`src/rtl/dma_pkg.sv`:
```
package dma_pkg;

    typedef enum logic [1:0] {
        ST_IDLE = 2'd0,
        ST_REQ  = 2'd1,
        ST_XFER = 2'd2
    } dma_state_e;

    typedef enum logic {
        DIR_MEM2IO = 1'b0,
        DIR_IO2MEM = 1'b1
    } dma_dir_e;

    localparam logic [1:0] SEL_ADDR   = 2'd0;
    localparam logic [1:0] SEL_COUNT  = 2'd1;
    localparam logic [1:0] SEL_CTRL   = 2'd2;
    localparam logic [1:0] SEL_IRQCLR = 2'd3;

    typedef struct packed {
        logic drv_en;
        logic mem_rd;
        logic mem_wr;
        logic io_rd;
        logic io_wr;
    } bus_cmd_t;

    function automatic bus_cmd_t make_cmd(input logic active, input dma_dir_e dir);
        bus_cmd_t c;
        c.drv_en = active;
        c.mem_rd = active && (dir == DIR_MEM2IO);
        c.io_wr  = active && (dir == DIR_MEM2IO);
        c.mem_wr = active && (dir == DIR_IO2MEM);
        c.io_rd  = active && (dir == DIR_IO2MEM);
        return c;
    endfunction

endpackage

```
`src/rtl/dma_cfg_regs.sv`:
```
module dma_cfg_regs
    import dma_pkg::*;
#(
    parameter int ADDR_W = 16,
    parameter int CNT_W  = 16,
    parameter int REG_W  = 16
) (
    input  logic              clk,
    input  logic              rst,
    input  logic              cfg_we,
    input  logic [1:0]        cfg_sel,
    input  logic [REG_W-1:0]  cfg_wdata,
    input  logic              idle,
    input  logic              step,
    output logic [ADDR_W-1:0] addr_q,
    output logic [CNT_W-1:0]  count_q,
    output dma_dir_e          dir_q,
    output logic              last,
    output logic              empty
);

    localparam logic [CNT_W-1:0] CNT_ONE = CNT_W'(1);

    logic wr_ok;
    assign wr_ok = cfg_we && idle;

    always_ff @(posedge clk) begin
        if (rst) begin
            addr_q  <= '0;
            count_q <= '0;
            dir_q   <= DIR_MEM2IO;
        end else if (step) begin
            addr_q  <= addr_q + ADDR_W'(1);
            count_q <= count_q - CNT_ONE;
        end else if (wr_ok) begin
            case (cfg_sel)
                SEL_ADDR:  addr_q  <= cfg_wdata[ADDR_W-1:0];
                SEL_COUNT: count_q <= cfg_wdata[CNT_W-1:0];
                SEL_CTRL:  dir_q   <= dma_dir_e'(cfg_wdata[0]);
                default: ;
            endcase
        end
    end

    assign last  = (count_q == CNT_ONE);
    assign empty = (count_q == '0);

    p_count_step_r5: assert property (@(posedge clk) disable iff (rst)
        step |=> (count_q == $past(count_q) - CNT_ONE));

    p_addr_step_r5: assert property (@(posedge clk) disable iff (rst)
        step |=> (addr_q == $past(addr_q) + ADDR_W'(1)));

    p_busy_write_ignored_r10: assert property (@(posedge clk) disable iff (rst)
        (cfg_we && !idle && !step) |=> ($stable(addr_q) && $stable(count_q) && $stable(dir_q)));

endmodule

```
`src/rtl/dma_seq.sv`:
```
module dma_seq
    import dma_pkg::*;
(
    input  logic       clk,
    input  logic       rst,
    input  logic       per_req,
    input  logic       hold_ack,
    input  logic       empty,
    input  logic       last,
    input  logic       irq_clr,
    output logic       hold_req,
    output logic       per_ack,
    output logic       step,
    output logic       idle,
    output logic       irq
);

    dma_state_e state_q, state_d;

    assign step     = (state_q == ST_XFER) && hold_ack;
    assign idle     = (state_q == ST_IDLE);
    assign hold_req = (state_q != ST_IDLE);
    assign per_ack  = step;

    always_comb begin
        state_d = state_q;
        case (state_q)
            ST_IDLE: if (per_req && !irq && !empty) state_d = ST_REQ;
            ST_REQ:  if (hold_ack) state_d = ST_XFER;
            ST_XFER: if (step && last) state_d = ST_IDLE;
            default: state_d = ST_IDLE;
        endcase
    end

    always_ff @(posedge clk) begin
        if (rst) begin
            state_q <= ST_IDLE;
            irq     <= 1'b0;
        end else begin
            state_q <= state_d;
            if (step && last)  irq <= 1'b1;
            else if (irq_clr)  irq <= 1'b0;
        end
    end

    p_ack_grant_r4: assert property (@(posedge clk) disable iff (rst)
        per_ack |-> (hold_req && hold_ack));

    p_release_r7: assert property (@(posedge clk) disable iff (rst)
        (step && last) |=> (!hold_req && !per_ack && irq));

    p_irq_sticky_r9: assert property (@(posedge clk) disable iff (rst)
        (irq && !irq_clr) |=> irq);

    p_no_serve_pending_r9: assert property (@(posedge clk) disable iff (rst)
        (idle && irq) |=> !hold_req);

    p_no_serve_empty_r11: assert property (@(posedge clk) disable iff (rst)
        (idle && empty) |=> !hold_req);

endmodule

```
`src/rtl/dma_bus_drv.sv`:
```
module dma_bus_drv
    import dma_pkg::*;
#(
    parameter int ADDR_W = 16
) (
    input  logic              active,
    input  dma_dir_e          dir,
    input  logic [ADDR_W-1:0] addr_in,
    output logic [ADDR_W-1:0] bus_addr,
    output bus_cmd_t          cmd
);

    assign cmd      = make_cmd(active, dir);
    assign bus_addr = active ? addr_in : '0;

endmodule

```
`src/rtl/dma_block_ctrl.sv`:
```
module dma_block_ctrl
    import dma_pkg::*;
#(
    parameter int ADDR_W = 16,
    parameter int CNT_W  = 16,
    localparam int REG_W = (ADDR_W > CNT_W) ? ADDR_W : CNT_W
) (
    input  logic              clk,
    input  logic              rst,
    input  logic              cfg_we,
    input  logic [1:0]        cfg_sel,
    input  logic [REG_W-1:0]  cfg_wdata,
    input  logic              per_req,
    output logic              per_ack,
    output logic              hold_req,
    input  logic              hold_ack,
    output logic [ADDR_W-1:0] bus_addr,
    output logic              bus_drv_en,
    output logic              mem_rd,
    output logic              mem_wr,
    output logic              io_rd,
    output logic              io_wr,
    output logic              irq
);

    logic [ADDR_W-1:0] addr_q;
    logic [CNT_W-1:0]  count_q;
    dma_dir_e          dir_q;
    logic              last, empty, step, idle, irq_clr;
    bus_cmd_t          cmd;

    assign irq_clr = cfg_we && (cfg_sel == SEL_IRQCLR);

    dma_cfg_regs #(.ADDR_W(ADDR_W), .CNT_W(CNT_W), .REG_W(REG_W)) u_regs (
        .clk(clk), .rst(rst), .cfg_we(cfg_we), .cfg_sel(cfg_sel),
        .cfg_wdata(cfg_wdata), .idle(idle), .step(step),
        .addr_q(addr_q), .count_q(count_q), .dir_q(dir_q),
        .last(last), .empty(empty)
    );

    dma_seq u_seq (
        .clk(clk), .rst(rst), .per_req(per_req), .hold_ack(hold_ack),
        .empty(empty), .last(last), .irq_clr(irq_clr),
        .hold_req(hold_req), .per_ack(per_ack), .step(step),
        .idle(idle), .irq(irq)
    );

    dma_bus_drv #(.ADDR_W(ADDR_W)) u_drv (
        .active(step), .dir(dir_q), .addr_in(addr_q),
        .bus_addr(bus_addr), .cmd(cmd)
    );

    assign bus_drv_en = cmd.drv_en;
    assign mem_rd     = cmd.mem_rd;
    assign mem_wr     = cmd.mem_wr;
    assign io_rd      = cmd.io_rd;
    assign io_wr      = cmd.io_wr;

    p_drive_grant_r4: assert property (@(posedge clk) disable iff (rst)
        bus_drv_en |-> (hold_req && hold_ack));

    p_two_strobes_r6: assert property (@(posedge clk) disable iff (rst)
        bus_drv_en |-> ($countones({mem_rd, mem_wr, io_rd, io_wr}) == 2));

    p_quiet_idle_r4: assert property (@(posedge clk) disable iff (rst)
        !bus_drv_en |-> ($countones({mem_rd, mem_wr, io_rd, io_wr}) == 0));

endmodule

```
`config.mk`:
```
export PLATFORM = sky130hd
export DESIGN_NAME = dma_block_ctrl
export DESIGN_NICKNAME = d
export VERILOG_FILES = /design/src/rtl/dma_pkg.sv /design/src/rtl/dma_cfg_regs.sv /design/src/rtl/dma_seq.sv /design/src/rtl/dma_bus_drv.sv /design/src/rtl/dma_block_ctrl.sv
export SDC_FILE = /design/constraint.sdc
export NUM_CORES = 1
export LEC_CHECK = 0
export ABC_AREA = 1
export BUFFER_PORTS_ARGS = -buffer_cell sky130_fd_sc_hd__buf_4
export CAP_MARGIN = 40
export CORE_MARGIN = 4
export CORE_UTILIZATION = 50
export CTS_CLUSTER_SIZE = 20
export DETAILED_ROUTE_END_ITERATION = 6
export GPL_TIMING_DRIVEN = 0
export PLACE_DENSITY = 0.79
export SETUP_SLACK_MARGIN = 0.2
export SLEW_MARGIN = 20
export SYNTH_ARGS = -nofsm -noshare
export SYNTH_HDL_FRONTEND = slang
export SYNTH_SLANG_ARGS = --single-unit
export TNS_END_PERCENT = 100
```
`constraint.sdc`:
```
create_clock -name clk -period 1.7 [get_ports clk]
set_input_delay 0.085 -clock clk [delete_from_list [all_inputs] [get_ports clk]]
set_output_delay 0.085 -clock clk [all_outputs]
set_load 0.02 [all_outputs]
```
; Word level (Yosys, flattened, before mapping)
; Cells that the tools add are included.
[word_totals]
inputBits = 23
ff_bits = 36
word_cells = 53
output_inout_bits = 24
[op_classes]
n_eq_ne = 9
muxes = 13
n_reduce_logical = 22
n_addsub = 2
bitwise_logic = 2
[op_table]
columns = operator, n
row1 = 2-to-1 mux 16 bit, 7
row2 = "adder 16 x 1 -> 16 bit, second input constant", 1
row3 = "equality test 16 x 1 -> 1 bit, second input constant", 1
row4 = logical NOT 16 bit, 1
row5 = "subtractor 16 x 1 -> 16 bit, second input constant", 1
row6 = nonzero test 2 bit, 5
row7 = logical AND 1 bit, 8
row8 = "equality test 2 bit, second input constant", 3
row9 = 2-to-1 mux 2 bit, 3
row10 = one-hot mux 2 bit (3 select lines), 1
row11 = AND reduction 3 bit, 2
row12 = "equality test 2 x 1 -> 1 bit, second input constant", 2
row13 = logical NOT 2 bit, 2
row14 = "inequality test 2 bit, second input constant", 2
row15 = AND reduction 2 bit, 2
row16 = logical NOT 1 bit, 2
row17 = 2-to-1 mux 1 bit, 2
row18 = "inequality test 2 x 1 -> 1 bit, second input constant", 1
row19 = inverter 1 bit, 2

; Logic depth before layout (Yosys ltp)
[logic_depth]
depth_word = 5
ltp_mapped = 11
ltp_nobuf = 11

; Hierarchy
; From an unflattened synthesis, not the netlist that was laid out.
[hier_totals]
cells_unflattened = 454
hier_area_um2 = 2740.1
[by_module_without_submodules]
columns = module, area_per_inst_um2, cells_each, n_inst, seq_area_each_um2
row1 = dma_cfg_regs, 2359.8, 383, 1, 660.6
row2 = dma_bus_drv, 191.4, 41, 1, 0.0
row3 = dma_seq, 175.2, 27, 1, 60.1
row4 = dma_block_ctrl, 13.8, 3, 1, 0.0

; Least setup slack after synthesis
; OpenSTA, ideal clock, no wires.
[synth_path]
kind = register -> output
from = reg u_seq.state_q[0]
to = out mem_wr
path_slack_ns = 0.229
required_ns = 1.615
path_stages_with_launch = 7
arrival_ns = 1.386
n_path_buf = 3
path_cell_list = dfxtp_1 > inv_2 > nand3_4 > buf_6 > buf_2 > nor2_1 > buf_4
[synth_via]
elab_chain_len = 3
[synth_lines]
columns = item, line
row1 = "start, declared", dma_seq.sv:18  ; dma_state_e state_q, state_d;
row2 = "start signal, assigned", dma_seq.sv:40  ; state_q <= state_d;
row3 = equality test 2 bit, dma_seq.sv:20  ; assign step = (state_q == ST_XFER) && hold_ack;
row4 = logical AND 1 bit, dma_seq.sv:20
row5 = logical AND 1 bit, -
row6 = "end, declared", dma_block_ctrl.sv:20  ; output logic mem_wr,
; Every way passes these cells.

; Worst setup path in the final report
[layout_path]
from = reg u_seq.state_q[0]
to = out mem_wr
[layout_via]
elab_chain_len = 3
[layout_lines]
columns = item, line
row1 = equality test 2 bit, dma_seq.sv:20
row2 = logical AND 1 bit, dma_seq.sv:20
row3 = logical AND 1 bit, dma_pkg.sv:32  ; c.mem_wr = active && (dir == DIR_IO2MEM);
; Every way passes these cells.

==> metrics.md <==
| Metric | Value |
|---|---|
| Status | `completed` |
| P&R area growth vs syn | `34.4%` |
| Setup TNS | `0 ns` |
| # DRC | `0` |
| Synthesis warning total | `0` |
| R2r worst-path depth | `8` |
| Syn Nets | `439` |
| Largest net degree at the start of global routing | `12` |
| Final Critical Period | `1.50 ns` |
| Worst Max-Slew Pin Slew | `0.516 ns` |
| IO Port Bufs | `46` |
| Layout fillers | `450` |
| Clk slew on worst S/H paths | `0.08 ns` |
| DR iter-0 viols | `266` |
| CP Class | `reg -> out` |
| Skew final | `0.00505 ns` |
| Htree depth | `2` |
| # nets final | `506` |
| Cells after synthesis | `413` |
| Period utilization | `88.1%` |
| Final ANT Viol Nets | `0` |
| Post-synthesis average cell area | `6.15 µm²` |
| Cell Rows | `25` |
| Fin. max-slew vios | `0` |
| Max cap viols | `0` |
| Netlist cell types | `31` |
| Via density | `5.54` |
| CP arrival | `1.41 ns` |
| Vias | `3034` |
| Critical Path RT | `1.62 ns` |
| Worst path slowest cell | `dfxtp_2` |
| Family with the most delay on the worst path | `buffers and inverters` |
| Sequential element share of the synthesized area | `28.4%` |
| Crit path cell chain | `inv_2 -> nand3_4 -> buf_8 -> buf_8 -> nor2_4 -> buf_4 -> buf_4` |
| WL/cell | `14.6 µm` |
| Hpwl dp | `5.69 mm` |
| Fin. Hold Viols | `0` |
| Min-delay worst type | `in -> reg` |
| Die ar. | `0.00628 mm²` |
| Clock Sinks | `36` |
| Starting Density | `52.7%` |
| Boundary pin count | `47` |
| Crit end category | `primary output` |
| Number of global-route vias before repair | `2740` |
| Clk_lat worst skew | `0.29 ns` |
| Yosys reg bits | `36` |
| Crit-path max cell delay | `0.33 ns` |
| Die X-Extent | `79.3 µm` |
| Top_reg_cell synth | `dfxtp_1` |
| Clock buffer depth | `2` |
| Layout cell share with drive strength beyond 1 | `26.2%` |
| Die height | `79.3 µm` |
| Num CTS Buffers | `5` |
| Initial DRT Pass Iterations | `5` |
| Ys async rst share | `0%` |
| Max Freq | `0.667 GHz` |
| First-pass GRT wire length | `12.6 mm` |
| Initial antenna violation count | `0` |
| Root Buffer | `clkbuf_8` |
| GRT Overall Usage | `25.5%` |
| Worst path bufs/invs | `5` |
| Setup violators final | `0` |
| WL final | `8.00 mm` |
| CTS tree | `yes` |
| Design Power | `2.67 mW` |
| Leakage | `1.50 nW` |
| Core ar. | `0.00482 mm²` |
| GRT overflow | `0` |
| RSZ-0062 raised after global routing | `yes` |
| Pwr Density | `781 mW/mm²` |
| VDD IR-drop max | `0.518 mV` |
| Startpoint types | `flip-flop` |
| Netlist Area Pre-Place | `0.00254 mm²` |
| CP max FO | `10` |
| N_diodes | `0` |
| Relative slew slack | `65.6%` |
| Cell count along the critical path | `7` |
| Worst hold path depth | `3` |
| GPL Wtd Cong | `0.955` |
| Post-synth EDFFs | `0` |
==> worst reg2reg max path: cells and delay by family (launching register included) <==
family / cells / cell delay, ns
flops: 1 / 0.33
simple gates: 3 / 0.32
compound gates: 2 / 0.29
buf+inv: 3 / 0.38
==> where the power goes <==
group | internal [mW] | switching (mW)
Sequential | 0.925 | 0.0863
Clock | 0.435 | 0.317
Combinational | 0.355 | 0.548
==> Yosys cell counts, types with 4 or more instances <==
library cell | n | share of area, %
nor2_2 | 4 | 0.99
a21oi_1 | 24 | 4.7
nand2_1 | 87 | 13
nand4_1 | 8 | 2.0
o21ai_0 | 34 | 6.7
nor2_1 | 61 | 9.0
nand3_1 | 42 | 8.3
buf_2 | 4 | 0.79
inv_1 | 54 | 8.0
buf_6 | 5 | 2.2
buf_4 | 5 | 1.5
a31oi_1 | 9 | 2.2
dfxtp_1 | 36 | 28
inv_2 | 4 | 0.59
o21ai_1 | 8 | 1.6
nor2_4 | 5 | 2.2
==> area by class of cell <==
class	instances	area, µm²	share of cell area [%]
Buffer	18	174	5.09
Sequential cell	36	732	21.4
Clock buffer	6	72.6	2.13
Multi-Input combinational cell	301	1600	46.8
Inverter	58	218	6.38
Tap cell	67	83.8	2.46
Timing Repair Buffer	60	500	14.7
Clock inverter	2	35.0	1.03
==> path summary, 6_finish.rpt <==
kind,from,end,slack (ns)
min,cfg_wdata[3],u_regs.addr_q[3]$_SDFFE_PP0P_,0.08
max reg2reg,u_seq.state_q[0]$_SDFFE_PP0P_,u_regs.count_q[12]$_SDFFE_PP0P_,0.27
min reg2reg,u_seq.irq$_SDFFE_PP0P_,u_seq.irq$_SDFFE_PP0P_,0.51
max,u_seq.state_q[0]$_SDFFE_PP0P_,mem_wr,0.20
==> metal layers <==
metal | up-vias | GRT usage [%] | part of all wire [%]
met1 | 1387 | 33.7 | 42
met2 | 156 | 41.8 | 47
met4 | 0 | 8.42 | 2.6
met5 | - | 0 | 0
met3 | 21 | 4.76 | 8.5
li1 | 1470 | - | -
==> registers in the layout, summed over array words and instances (netlist names) <==
| name | cells |
|---|---|
| u_seq.state_q | 2 |
| u_regs.addr_q | 16 |
| u_seq.irq | 1 |
| u_regs.dir_q | 1 |
| u_regs.count_q | 16 |
==> per-stage QoR <==
| stage | instances | util [%] | instance area [µm²] | worst slack, ns | hold WS, ns |
|---|---|---|---|---|---|
| 5_1_grt | 548 | 70.9 | 3410 | 0.135 | 0.102 |
| 6_report | 548 | 70.9 | 3410 | 0.202 | 0.0826 |
| 2_1_floorplan | 413 | - | 2540 | 0.229 | 0.163 |
| 3_3_place_gp | 526 | 61.6 | 2970 | 0.192 | 0.277 |
| 3_5_place_dp | 526 | 61.6 | 2970 | 0.158 | 0.285 |
| 4_1_cts | 544 | 67.0 | 3230 | 0.187 | 0.0857 |
==> repair_timing <==
action	CTS	global route
hold endpoints to repair	1	0
pin swaps	1	9
setup buffers	9	3
hold buffers	1	0
resized for setup	22	45
cloned	0	1
endpoints found under the setup margin	20	41
==> cell families after synthesis <==
logic type | count (synthesis) | share of synthesized area, %
fa+ha+maj | 3 | 1.48
buf+inv | 76 | 13.6
xor+xnor | 1 | 0.345
compound gates | 81 | 17.0
simple gates | 216 | 39.2
flops | 36 | 28.4
==> placed cells by master, fill, tap and decap left out, drive strengths merged, types with 3 or more instances in the layout <==
cell type	synthesis	layout
nand3	44	44
nand2	90	90
a21oi	24	24
dfxtp	36	36
clkbuf	3	11
inv	58	58
ha	3	3
nor2	70	70
o21ai	42	42
buf	15	72
nand4	8	8
a31oi	9	9
(Power assumes the default switching activity.)
